<file path="src/rtl/bss_pkg.sv">
package bss_pkg;

    localparam int REG_W   = 16;
    localparam int BYTE_W  = 8;
    localparam int NBYTES  = REG_W / BYTE_W;

    localparam int POS_POISON_SEEN = 15;
    localparam int POS_SYS_ERR     = 14;
    localparam int POS_UR_ABORT    = 13;
    localparam int POS_CA_ABORT    = 12;
    localparam int POS_RD_POISON   = 8;

    localparam logic [REG_W-1:0] IMPL_MASK =
        (REG_W'(1) << POS_POISON_SEEN) | (REG_W'(1) << POS_SYS_ERR) |
        (REG_W'(1) << POS_UR_ABORT)    | (REG_W'(1) << POS_CA_ABORT) |
        (REG_W'(1) << POS_RD_POISON);

    typedef enum logic [2:0] {
        CPL_SC  = 3'b000,
        CPL_UR  = 3'b001,
        CPL_CRS = 3'b010,
        CPL_CA  = 3'b100
    } cpl_stat_e;

    typedef enum logic [1:0] {
        MSG_OTHER    = 2'b00,
        MSG_CORR     = 2'b01,
        MSG_NONFATAL = 2'b10,
        MSG_FATAL    = 2'b11
    } msg_kind_e;

    typedef struct packed {
        logic poison_seen;
        logic sys_err;
        logic ur_abort;
        logic ca_abort;
        logic rd_poison;
    } evt_t;

    function automatic logic [REG_W-1:0] evt_to_vec(evt_t e);
        logic [REG_W-1:0] v;
        v = '0;
        v[POS_POISON_SEEN] = e.poison_seen;
        v[POS_SYS_ERR]     = e.sys_err;
        v[POS_UR_ABORT]    = e.ur_abort;
        v[POS_CA_ABORT]    = e.ca_abort;
        v[POS_RD_POISON]   = e.rd_poison;
        return v;
    endfunction

endpackage

</file>
<file path="src/rtl/bss_event_decode.sv">
module bss_event_decode
    import bss_pkg::*;
(
    input  logic       rx_tlp_valid,
    input  logic       rx_poisoned,
    input  logic       msg_valid,
    input  logic [1:0] msg_kind,
    input  logic       cpl_valid,
    input  logic [2:0] cpl_status,
    input  logic       cpl_own_req,
    input  logic       cpl_rd_data,
    input  logic       par_resp_en,
    output evt_t       evt
);

    msg_kind_e kind;
    cpl_stat_e stat;
    logic      own_cpl;
    logic      err_msg;

    always_comb begin
        kind    = msg_kind_e'(msg_kind);
        stat    = cpl_stat_e'(cpl_status);
        own_cpl = cpl_valid && cpl_own_req;
        err_msg = (kind == MSG_NONFATAL) || (kind == MSG_FATAL);

        evt.poison_seen = rx_tlp_valid && rx_poisoned;
        evt.sys_err     = msg_valid && err_msg;
        evt.ur_abort    = own_cpl && (stat == CPL_UR);
        evt.ca_abort    = own_cpl && (stat == CPL_CA);
        evt.rd_poison   = rx_tlp_valid && rx_poisoned && cpl_valid &&
                          cpl_rd_data && par_resp_en;
    end

endmodule

</file>
<file path="src/rtl/bss_status_store.sv">
module bss_status_store
    import bss_pkg::*;
#(
    parameter int W = REG_W,
    parameter int BW = BYTE_W,
    parameter logic [W-1:0] STICKY_MASK = IMPL_MASK,
    localparam int NB = W / BW
) (
    input  logic          clk,
    input  logic          rst,
    input  logic [W-1:0]  set_vec,
    input  logic          wr,
    input  logic [NB-1:0] be,
    input  logic [W-1:0]  wdata,
    output logic [W-1:0]  q
);

    logic [W-1:0] clr_vec;
    logic [W-1:0] q_nxt;

    for (genvar b = 0; b < NB; b++) begin : g_byte
        always_comb begin
            clr_vec[b*BW +: BW] = (wr && be[b]) ? wdata[b*BW +: BW] : '0;
        end
    end

    always_comb begin
        q_nxt = ((q & ~clr_vec) | set_vec) & STICKY_MASK;
    end

    always_ff @(posedge clk) begin
        if (rst) q <= '0;
        else     q <= q_nxt;
    end

    for (genvar i = 0; i < W; i++) begin : g_chk
        if (STICKY_MASK[i]) begin : g_impl
            AST_SET_WINS: assert property (@(posedge clk) disable iff (rst)
                set_vec[i] |=> q[i]);
            AST_HOLD_NO_CLR: assert property (@(posedge clk) disable iff (rst)
                (q[i] && !clr_vec[i]) |=> q[i]);
            AST_W1C_CLEARS: assert property (@(posedge clk) disable iff (rst)
                (clr_vec[i] && !set_vec[i]) |=> !q[i]);
        end
    end

endmodule

</file>
<file path="src/rtl/bss_top.sv">
module bss_top
    import bss_pkg::*;
(
    input  logic        clk,
    input  logic        rst,
    input  logic        rx_tlp_valid,
    input  logic        rx_poisoned,
    input  logic        msg_valid,
    input  logic [1:0]  msg_kind,
    input  logic        cpl_valid,
    input  logic [2:0]  cpl_status,
    input  logic        cpl_own_req,
    input  logic        cpl_rd_data,
    input  logic        par_resp_en,
    input  logic        cfg_wr,
    input  logic [1:0]  cfg_be,
    input  logic [15:0] cfg_wdata,
    output logic [15:0] cfg_rdata
);

    evt_t             evt;
    logic [REG_W-1:0] set_vec;
    logic [REG_W-1:0] q;

    bss_event_decode u_dec (
        .rx_tlp_valid (rx_tlp_valid),
        .rx_poisoned  (rx_poisoned),
        .msg_valid    (msg_valid),
        .msg_kind     (msg_kind),
        .cpl_valid    (cpl_valid),
        .cpl_status   (cpl_status),
        .cpl_own_req  (cpl_own_req),
        .cpl_rd_data  (cpl_rd_data),
        .par_resp_en  (par_resp_en),
        .evt          (evt)
    );

    assign set_vec = evt_to_vec(evt);

    bss_status_store #(
        .W           (REG_W),
        .BW          (BYTE_W),
        .STICKY_MASK (IMPL_MASK)
    ) u_store (
        .clk   (clk),
        .rst   (rst),
        .set_vec (set_vec),
        .wr    (cfg_wr),
        .be    (cfg_be),
        .wdata (cfg_wdata),
        .q     (q)
    );

    assign cfg_rdata = q;

    AST_RESET_CLEARS: assert property (@(posedge clk)
        rst |=> (cfg_rdata == '0));
    AST_POISON_SEEN: assert property (@(posedge clk) disable iff (rst)
        (rx_tlp_valid && rx_poisoned) |=> cfg_rdata[POS_POISON_SEEN]);
    AST_SYS_ERR_MSG: assert property (@(posedge clk) disable iff (rst)
        (msg_valid && msg_kind[1]) |=> cfg_rdata[POS_SYS_ERR]);
    AST_UR_OWN: assert property (@(posedge clk) disable iff (rst)
        (cpl_valid && cpl_own_req && cpl_status == 3'b001)
        |=> cfg_rdata[POS_UR_ABORT]);
    AST_CA_OWN: assert property (@(posedge clk) disable iff (rst)
        (cpl_valid && cpl_own_req && cpl_status == 3'b100)
        |=> cfg_rdata[POS_CA_ABORT]);
    AST_RD_POISON_GATED: assert property (@(posedge clk) disable iff (rst)
        (!cfg_rdata[POS_RD_POISON] && !par_resp_en)
        |=> !cfg_rdata[POS_RD_POISON]);
    AST_RD_POISON_IMPLIES_SEEN: assert property (@(posedge clk) disable iff (rst)
        $rose(cfg_rdata[POS_RD_POISON]) |-> cfg_rdata[POS_POISON_SEEN]);
    AST_RESERVED_ZERO: assert property (@(posedge clk) disable iff (rst)
        (cfg_rdata & ~IMPL_MASK) == '0);

endmodule

</file>
<file path="config.mk">
export PLATFORM = sky130hd
export DESIGN_NAME = bss_top
export DESIGN_NICKNAME = d
export VERILOG_FILES = /design/src/rtl/bss_pkg.sv /design/src/rtl/bss_event_decode.sv /design/src/rtl/bss_status_store.sv /design/src/rtl/bss_top.sv
export SDC_FILE = /design/constraint.sdc
export NUM_CORES = 1
export LEC_CHECK = 0
export BUFFER_PORTS_ARGS = -buffer_cell sky130_fd_sc_hd__buf_2
export CAP_MARGIN = 5
export CORE_MARGIN = 4
export CORE_UTILIZATION = 25
export CTS_BUF_LIST = sky130_fd_sc_hd__clkbuf_8 sky130_fd_sc_hd__clkbuf_16
export DETAILED_ROUTE_END_ITERATION = 8
export PLACE_DENSITY = 0.74
export SKIP_LAST_GASP = 1
export SLEW_MARGIN = 5
export SYNTH_ARGS = -nofsm -noshare
export SYNTH_HDL_FRONTEND = slang
export SYNTH_SLANG_ARGS = --single-unit
</file>
<file path="constraint.sdc">
create_clock -name clk -period 0.8 [get_ports clk]
set_input_delay 0.16 -clock clk [delete_from_list [all_inputs] [get_ports clk]]
set_output_delay 0.16 -clock clk [all_outputs]
set_load 0.005 [all_outputs]
</file>
==> metrics.md, run 1 <==
| Metric | Value |
|---|---|
| Vias per inst | `between 4 and 5` |
| R2r startpoint | `u_store.q[14]` |
| Post-synth EDFFs | `0` |
| Die X | `between 40 and 50 um` |
| Dpl cells | `75` |
| Synth Register Bits | `5` |
| Crit Path Category | `register to output pin` |
| Slowest Stage Delay on Critical Path | `0.31 ns` |
| Clk sinks | `5` |
| Reg area | `approximately 110 um^2` |
| CP Capture Type | `output pin` |
| Multi-input gate area | `189 um^2` |
| WP data required | `approximately 0.64 ns` |
| DP Worst Slack | `-0.00230 ns` |
| Cts bufs inserted | `3` |
| # setup viols final | `3` |
| Post-synth top area share | `roughly 30%` |
| Initial Utilization | `roughly 28%` |
| Io pins | `a little under 50` |
| Main synth FF type | `dfxtp_1` |
| Setup ws final | `-0.0123 ns` |
| Setup crit end | `cfg_rdata[14]` |
| Clock insertion delay at the later pin of the skew report | `roughly 0.22 ns` |
| Crit path cell chain | `buf_2` |
| Die area | `~2000 um^2` |
| CP Depth | `1` |
| Max-capacitance violation count | `0` |
| CP max-delay cell | `dfxtp_2` |
| Gr usage total | `8.23%` |
| Quantity of hold-fixing buffers added after cts | `0` |
| Worst EP arrival | `around 0.65 ns` |
| Initial antenna violation count | `0` |
| Main area contributors after synthesis | `dfxtp_1 (30%), buf_4 (25%), nor4bb_4 (7.5%)` |
| Number of flip-flops in the largest register | `5` |
| Reg clk slew, reported paths | `approximately 0.040 ns` |
| CTS tree | `yes` |
| Biggest area consumer among synthesized cells | `dfxtp_1` |
| Minimum clock period | `roughly 0.81 ns` |
| Share of layout cells above drive strength 1 | `approximately 55%` |
| Hold Crit Class | `input port to register` |
| Clock Tree Root | `clkbuf_8` |
| Top-count cell post-synth | `buf_4` |
| Mapped Cells | `37` |
| Cell Area, Synth | `roughly 340 um^2` |
| Largest net degree at the start of global routing | `6` |
| Layout Cells excl Fill | `80` |
| WL final | `just over 800 um` |
| RSZ-0062 raised after global routing | `true` |
| FILL cells | `131` |
| End of the worst register-to-register path | `u_store.q[14]` |
| Wire per inst | `just over 10 um` |
| Post-synth cell types | `18` |
| Reg2Reg Setup Slack | `0.05 ns` |
| Antenna cell count | `0` |
| First-pass GRT wire length | `approximately 1100 um` |
| Syn_area_per_cell | `roughly 9.1 um^2` |
| Violated checks | `negative setup slack` |
| Crit path max-delay family | `flip-flops` |
| Fmax | `~1200 MHz` |
| Synth Warn # | `0` |
| Vias after detailed routing | `~340` |
| Post-synth top cells | `buf_4 (11), dfxtp_1 (5)` |
| Power density cells | `approximately 1700 nW/um^2` |
| Fin nets | `100` |
| Final core occ | `a little over two fifths` |
| DRT iter0 DRCs | `5` |
| Antenna Nets Post-Route | `0` |
| Largest regs | `u_store.q (5)` |
| Top reg by flops | `u_store.q` |
| Site Rows | `12` |
| Worst Setup SP | `u_store.q[14]` |
| Vias in the first global route | `around 290` |
| Worst Skew | `0 ns` |
| Register-to-Register Path Depth | `2` |
| Detailed placer's ending HPWL | `between 600 and 700 um` |
| Core area | `approximately 1200 um^2` |
| Post-synthesis sequential area ratio | `29.9%` |
| Post-synthesis async set-or-reset flop share | `0%` |
| Crit share post-route | `102%` |
| Static leakage | `roughly 0.27 nW` |
| Area growth syn-to-layout | `54.9%` |
| Max VDD drop | `around 0.84 mV` |
| DRC Markers | `0` |
| Bufs and invs on worst path | `1` |
| Clock H-tree levels | `1` |
| Crit path max fanout | `3` |
| Hold Fails Final Rpt | `0` |
| Die H | `between 40 and 50 um` |
| Gr ovfl total | `0` |
| Crit start category | `register` |
| Drt pass-1 iters | `3` |
| Clk buf depth | `2` |
| Status | `complete, but fails checks` |
| GP Congestion | `0.668` |
| Slew Viols, Final | `0` |
| Port-buffer cells | `24` |
logic make-up (layout without fill, tap and decap cells):
family / Yosys count / after routing / share of synthesized area, %
compound gates: 7 / 7 / 17.5
flops: 5 / 5 / 29.9
other cells: 1 / 11 / 1.12
simple gates: 11 / 11 / 24.6
buf+inv: 13 / 32 / 26.9
routing by layer:
| layer | routed length (um) | vias up | GRT usage, % | share of wire [%] |
|---|---|---|---|---|
| met5 | 0 | - | 0 | 0 |
| met4 | 14 | 0 | 7.23 | 1.7 |
| met3 | 139 | 4 | 7.72 | 17 |
| met2 | 357 | 23 | 11.2 | 44 |
| met1 | 294 | 142 | 7.16 | 36 |
| li1 | - | 166 | - | - |
power breakdown:
group | internal, W | leakage [nW] | switching [W]
sequential | 0.000264 | 0.0430 | 0.00000635
clock | 0.000329 | 0.0269 | 0.000130
combinational | 0.0000802 | 0.203 | 0.0000592
total | 0.000674 | 0.273 | 0.000196
stage by stage:
step	TNS, ns	power, W	hold slack (ns)	cell area [um^2]
floorplan	0	0.000359	0.229	373
global placement	-0.00844	0.000394	0.351	435
detailed placement	-0.00230	0.000396	0.356	435
CTS	-0.0775	0.000878	0.112	494
global route	-0.133	0.000926	0.125	519
finish	-0.0191	0.000869	0.116	519
layout by cell type (no fill, tap or decap), drive strengths merged:
master,Yosys,routed
and3,1,1
nand2,2,2
and2,1,1
conb,1,11
o32ai,1,1
a21bo,1,1
nor2b,2,2
a311oi,1,1
clkbuf,0,3
a32o,2,2
nor4bb,1,1
nand3,2,2
buf,11,26
a21oi,1,1
dfxtp,5,5
nand4b,1,1
inv,2,3
nand2b,1,1
a31oi,1,1
area by class of cell:
cell class	instances	area share [%]
Multi-Input combinational cell	29	36.4
Timing Repair Buffer	26	29.6
Sequential cell	5	20.5
Clock buffer	3	7.95
Tap cell	14	3.37
Inverter	2	1.45
Clock inverter	1	0.723
what timing repair did:
action / 4_1_cts / 5_1_grt
endpoints found under the setup margin: 5 / 7
pin swaps: 0 / 1
resized for setup: 5 / 4
setup buffers: 1 / 0
worst min path at each step:
stage	depth (start not counted)	end	slack [ns]	startpoint
2_1_floorplan	1	u_store.q[14]	0.23	rst
3_3_place_gp	2	u_store.q[15]	0.35	cfg_wdata[15]
3_5_place_dp	2	u_store.q[15]	0.36	cfg_wdata[15]
4_1_cts	2	u_store.q[15]	0.11	cfg_wdata[15]
5_1_grt	2	u_store.q[15]	0.13	cfg_wdata[15]
6_report	2	u_store.q[15]	0.12	cfg_wdata[15]
Power figures use the tool's default switching activity.
==> inputs of run 2 (changes only) <==
- CORE_AREA: not set -> 4 4 41 43
- CORE_MARGIN: 4 -> not set
- CORE_UTILIZATION: 25 -> not set
- DIE_AREA: not set -> 0 0 45 47
- PLACE_DENSITY: 0.74 -> 0.72
- clock period: 0.8 -> 0.95 ns (I/O delays scaled with it)
==> run 2 against run 1 <==
Against the previous run:
- the run now ends clean
- first-iteration DRC count shrank 60%
- clock-buffer cell count unchanged
- non-clock buffer count fell by 2
- worst hold slack improved by 0.067 ns
- combinational power fell by 26%
- cell count shrank 1.3%
- clock power fell by 19%
- sequential cell count stayed put
- largest cell class unchanged
==> metrics.md, run 2 (synthesized netlist as in run 1, its figures left out) <==
| Metric | Value |
|---|---|
| GRT met3 Usage | `5.75%` |
| Slew Viols, Final | `0` |
| Core area | `about 1300 um^2` |
| CP max-delay cell | `dfxtp_1` |
| Clock Tree Root | `clkbuf_8` |
| First-pass GRT wire length | `between 1000 and 1500 um` |
| Initial antenna violation count | `0` |
| CTS tree | `yes` |
| Die X | `around 45 um` |
| GR peak layer | `met2` |
| Dpl cells | `between 70 and 80` |
| Worst Skew | `0 ns` |
| Largest regs | `u_store.q (5)` |
| Gr usage total | `under 10%` |
| Hold Crit Class | `input port to register` |
| RSZ-0062 raised after global routing | `false` |
| Cts bufs inserted | `3` |
| Worst EP arrival | `0.67 ns` |
| Largest net degree at the start of global routing | `7` |
| WL final | `roughly 820 um` |
| Vias per inst | `3.99` |
| Power density cells | `around 1500 nW/um^2` |
| Site Rows | `13` |
| Most frequent cells in the layout | `buf_2 (24), conb_1 (11), dfxtp_1 (5), inv_1 (3), clkbuf_8 (3)` |
| Die area | `~2100 um^2` |
| Port-buffer cells | `24` |
| Crit Path Category | `register to output pin` |
| Max VDD drop | `0.644 mV` |
| Hold Fails Final Rpt | `0` |
| Fin nets | `98` |
| Reg clk slew, reported paths | `0.04 ns` |
| Resized Gates After CTS | `0` |
| Slowest Stage Delay on Critical Path | `between 0.3 and 0.4 ns` |
| Io pins | `49` |
| Clk sinks | `5` |
| Crit share post-route | `90.3%` |
| Static leakage | `between 0.2 and 0.3 nW` |
| Wire per inst | `around 10 um` |
| WP data required | `about 0.76 ns` |
| DP Area | `429 um^2` |
| Top reg by flops | `u_store.q` |
| Layout Cells excl Fill | `about 80` |
| Quantity of hold-fixing buffers added after cts | `0` |
| Finished Cell Area | `474 um^2` |
| Minimum clock period | `around 0.86 ns` |
| Antenna cell count | `0` |
| Share of layout cells above drive strength 1 | `43.8%` |
| Vias after detailed routing | `between 300 and 400` |
| GRT met1 Usage | `between 8 and 9%` |
| Gr ovfl total | `0` |
| Max-capacitance violation count | `0` |
| Final TNS setup | `0 ns` |
| Most common cell after layout, fill and taps aside | `buf_2` |
| Clock insertion delay at the later pin of the skew report | `about 0.22 ns` |
| Crit path max-delay family | `flip-flops` |
| Antenna Nets Post-Route | `0` |
| Bufs and invs on worst path | `1` |
| Clk buf depth | `2` |
| Buffer count from post-CTS setup fixing | `0` |
| GP Congestion | `0.715` |
| Die H | `between 40 and 50 um` |
| Vias in the first global route | `between 200 and 300` |
| DRC Markers | `0` |
| Initial Utilization | `between 20% and 30%` |
| Drt pass-1 iters | `4` |
| Crit path cell chain | `buf_2` |
| Number of flip-flops in the largest register | `5` |
| Area growth syn-to-layout | `41.4%` |
| Fmax | `about 1200 MHz` |
| Crit start category | `register` |
| CP Capture Type | `output pin` |
| Clock H-tree levels | `1` |
| DRT iter0 DRCs | `2` |
| GR Util met2 | `about a tenth` |
| # setup viols final | `0` |
| Crit path max fanout | `3` |
| Status | `finished clean` |
[run 2: final cells by class]
type                       count  area [um^2]
sequential                     5          100
clock buffer                   3         41.3
multi-input combinational     29          183
tap                           15         18.8
fill                         138          827
timing repair buffer          24          120
clock inverter                 1         3.75
inverter                       2         7.51
[run 2: power breakdown]
| part | internal, W | leakage [nW] | total, W | switching (W) |
|---|---|---|---|---|
| logic | 0.0000555 | 0.190 | 0.000103 | 0.0000479 |
| registers | 0.000221 | 0.0408 | 0.000225 | 0.00000493 |
| clock network | 0.000276 | 0.0269 | 0.000374 | 0.0000976 |
| total | 0.000552 | 0.258 | 0.000703 | 0.000150 |
[run 2: stage by stage]
| step | hold slack [ns] | utilization, % | setup slack (ns) | power (W) |
|---|---|---|---|---|
| after global placement | 0.385 | 33.0 | 0.108 | 0.000329 |
| after detailed placement | 0.415 | 33.0 | 0.0792 | 0.000332 |
| final | 0.182 | 36.4 | 0.0919 | 0.000703 |
| after CTS | 0.186 | 36.4 | 0.0829 | 0.000717 |
| after global routing | 0.195 | 36.4 | 0.0598 | 0.000748 |
| after floorplan | 0.259 | - | 0.217 | 0.000303 |
[run 2: final timing paths]
path | from | endpoint | slack, ns | cells after the start
worst max-delay path | u_store.q[14] | cfg_rdata[14] | 0.09 | 1
worst min-delay path | cfg_wdata[15] | u_store.q[15] | 0.18 | 2
worst max register to register | u_store.q[14] | u_store.q[14] | 0.18 | 2
worst min register to register | u_store.q[8] | u_store.q[8] | 0.47 | 2
[run 2: worst reg2reg max path: stages, from the launching register on]
cell     delay (ns)
dfxtp_1        0.33
a21bo_1        0.21
a31oi_1        0.16
[run 2: routing by layer]
metal	routed length (um)	up-vias
met5	0	-
met4	0	0
met3	137	0
met2	367	20
met1	317	129
li1	-	166
==> inputs of run 3 (changes only) <==
- MAX_ROUTING_LAYER: not set -> met4
==> run 3 against run 2 <==
Against the previous run:
- clock power hardly changed
- worst hold slack hardly changed
- sequential cell count stayed put
- sequential power hardly changed
- non-clock buffer count unchanged
- clock-buffer cell count did not move
- via count is the same
- setup slack about the same
- critical endpoint unchanged
- largest cell class unchanged
==> metrics.md, run 3 (synthesized netlist as in run 1, its figures left out) <==
| Metric | Value |
|---|---|
| Hold Fails Final Rpt | `0` |
| Max VDD drop | `between 0.6 and 0.7 mV` |
| Clock Tree Root | `clkbuf_8` |
| WL final | `822 um` |
| Worst EP arrival | `roughly 0.67 ns` |
| Gr usage total | `7.93%` |
| CTS tree | `yes` |
| Crit Path Category | `register to output pin` |
| Number of flip-flops in the largest register | `5` |
| DRT iter0 DRCs | `2` |
| Crit start category | `register` |
| Io pins | `between 40 and 50` |
| Largest net degree at the start of global routing | `7` |
| Largest regs | `u_store.q (5)` |
| GP Congestion | `between 0.7 and 0.8` |
| # setup viols final | `0` |
| WP data required | `0.76 ns` |
| Quantity of hold-fixing buffers added after cts | `0` |
| Reg clk slew, reported paths | `approximately 0.040 ns` |
| Initial Utilization | `25.8%` |
| Vias in the first global route | `around 290` |
| Resized Gates After CTS | `0` |
| Site Rows | `13` |
| Vias after detailed routing | `approximately 320` |
| Clock H-tree levels | `1` |
| Crit path max-delay family | `flip-flops` |
| Hold Crit Class | `input port to register` |
| Worst Skew | `0 ns` |
| Die area | `2120 um^2` |
| Fmax | `between 1000 and 1500 MHz` |
| Max-capacitance violation count | `0` |
| Register share of total power | `~32%` |
| Clock insertion delay at the later pin of the skew report | `0.22 ns` |
| Slowest Stage Delay on Critical Path | `~0.33 ns` |
| Clk sinks | `5` |
| CP Capture Type | `output pin` |
| Pint | `0.000552 W` |
| Final TNS setup | `0 ns` |
| Sw frac | `21.4%` |
| Initial antenna violation count | `0` |
| Bufs and invs on worst path | `1` |
| Most common cell after layout, fill and taps aside | `buf_2` |
| Cts bufs inserted | `3` |
| Fin nets | `a little under 100` |
| Die H | `about 47 um` |
| Antenna cell count | `0` |
| P_sw | `roughly 0.00015 W` |
| Finished Cell Area | `474 um^2` |
| Die X | `45 um` |
| Final core occ | `a little over a third` |
| Power density cells | `approximately 1500 nW/um^2` |
| Slew Viols, Final | `0` |
| Antenna Nets Post-Route | `0` |
| Minimum clock period | `around 0.86 ns` |
| Vias per inst | `around 4.0` |
| Wire per inst | `10.4 um` |
| Crit path max fanout | `3` |
| DP Area | `roughly 430 um^2` |
| Drt pass-1 iters | `4` |
| Gr ovfl total | `0` |
| Core area | `approximately 1300 um^2` |
| Crit path cell chain | `buf_2` |
| Area growth syn-to-layout | `41.4%` |
| First-pass GRT wire length | `approximately 1100 um` |
| Gate power share | `14.7%` |
| DRC Markers | `0` |
| Share of layout cells above drive strength 1 | `a little over two fifths` |
| Most frequent cells in the layout | `buf_2 (24), conb_1 (11), dfxtp_1 (5), inv_1 (3), clkbuf_8 (3)` |
| CP max-delay cell | `dfxtp_1` |
| Port-buffer cells | `24` |
| Top reg by flops | `u_store.q` |
| Status | `finished clean` |
| Clock network fraction of total power | `between 50% and 60%` |
| RSZ-0062 raised after global routing | `false` |
| Clk buf depth | `2` |
| Crit share post-route | `90.3%` |
| Static leakage | `about 0.26 nW` |
| Buffer count from post-CTS setup fixing | `0` |
-- run 3: cell counts in the layout (fill, tap and decap cells not counted) --
Identical to the previous run, type by type.
-- run 3: cell type report --
type,instances,area (um^2)
timing repair buffer,24,120
clock buffer,3,41.3
sequential,5,100
inverter,2,7.51
fill,138,827
tap,15,18.8
clock inverter,1,3.75
multi-input combinational,29,183
-- run 3: worst paths after layout --
path / startpoint / endpoint / slack [ns] / depth (start not counted)
worst max-delay path: u_store.q[14] / cfg_rdata[14] / 0.09 / 1
worst min-delay path: cfg_wdata[15] / u_store.q[15] / 0.18 / 2
worst max register to register: u_store.q[14] / u_store.q[14] / 0.18 / 2
worst min register to register: u_store.q[8] / u_store.q[8] / 0.47 / 2
-- run 3: stage by stage --
| step | hold slack (ns) | cells | power, W | setup slack (ns) |
|---|---|---|---|---|
| 6_report | 0.182 | 79 | 0.000703 | 0.0919 |
| 5_1_grt | 0.195 | 79 | 0.000748 | 0.0598 |
| 4_1_cts | 0.186 | 79 | 0.000717 | 0.0829 |
| 3_5_place_dp | 0.415 | 75 | 0.000332 | 0.0792 |
| 3_3_place_gp | 0.385 | 75 | 0.000329 | 0.108 |
| 2_1_floorplan | 0.259 | 47 | 0.000303 | 0.217 |
-- run 3: power groups by stage --
stage                     registers, W   logic, W  clock network, W
after floorplan               0.000229  0.0000734                 0
after global placement        0.000228   0.000101                 0
after detailed placement      0.000229   0.000103                 0
after CTS                     0.000226   0.000103          0.000388
after global routing          0.000226   0.000116          0.000406
final                         0.000225   0.000103          0.000374
-- run 3: metal layers --
layer	vias to the layer above	track usage (%)	wire length (um)	part of all wire, %
met1	129	9.15	325	40
met4	0	3.51	0	0
met2	20	10.5	367	45
met3	0	5.36	129	16
li1	166	-	-	-
met5	-	-	0	0
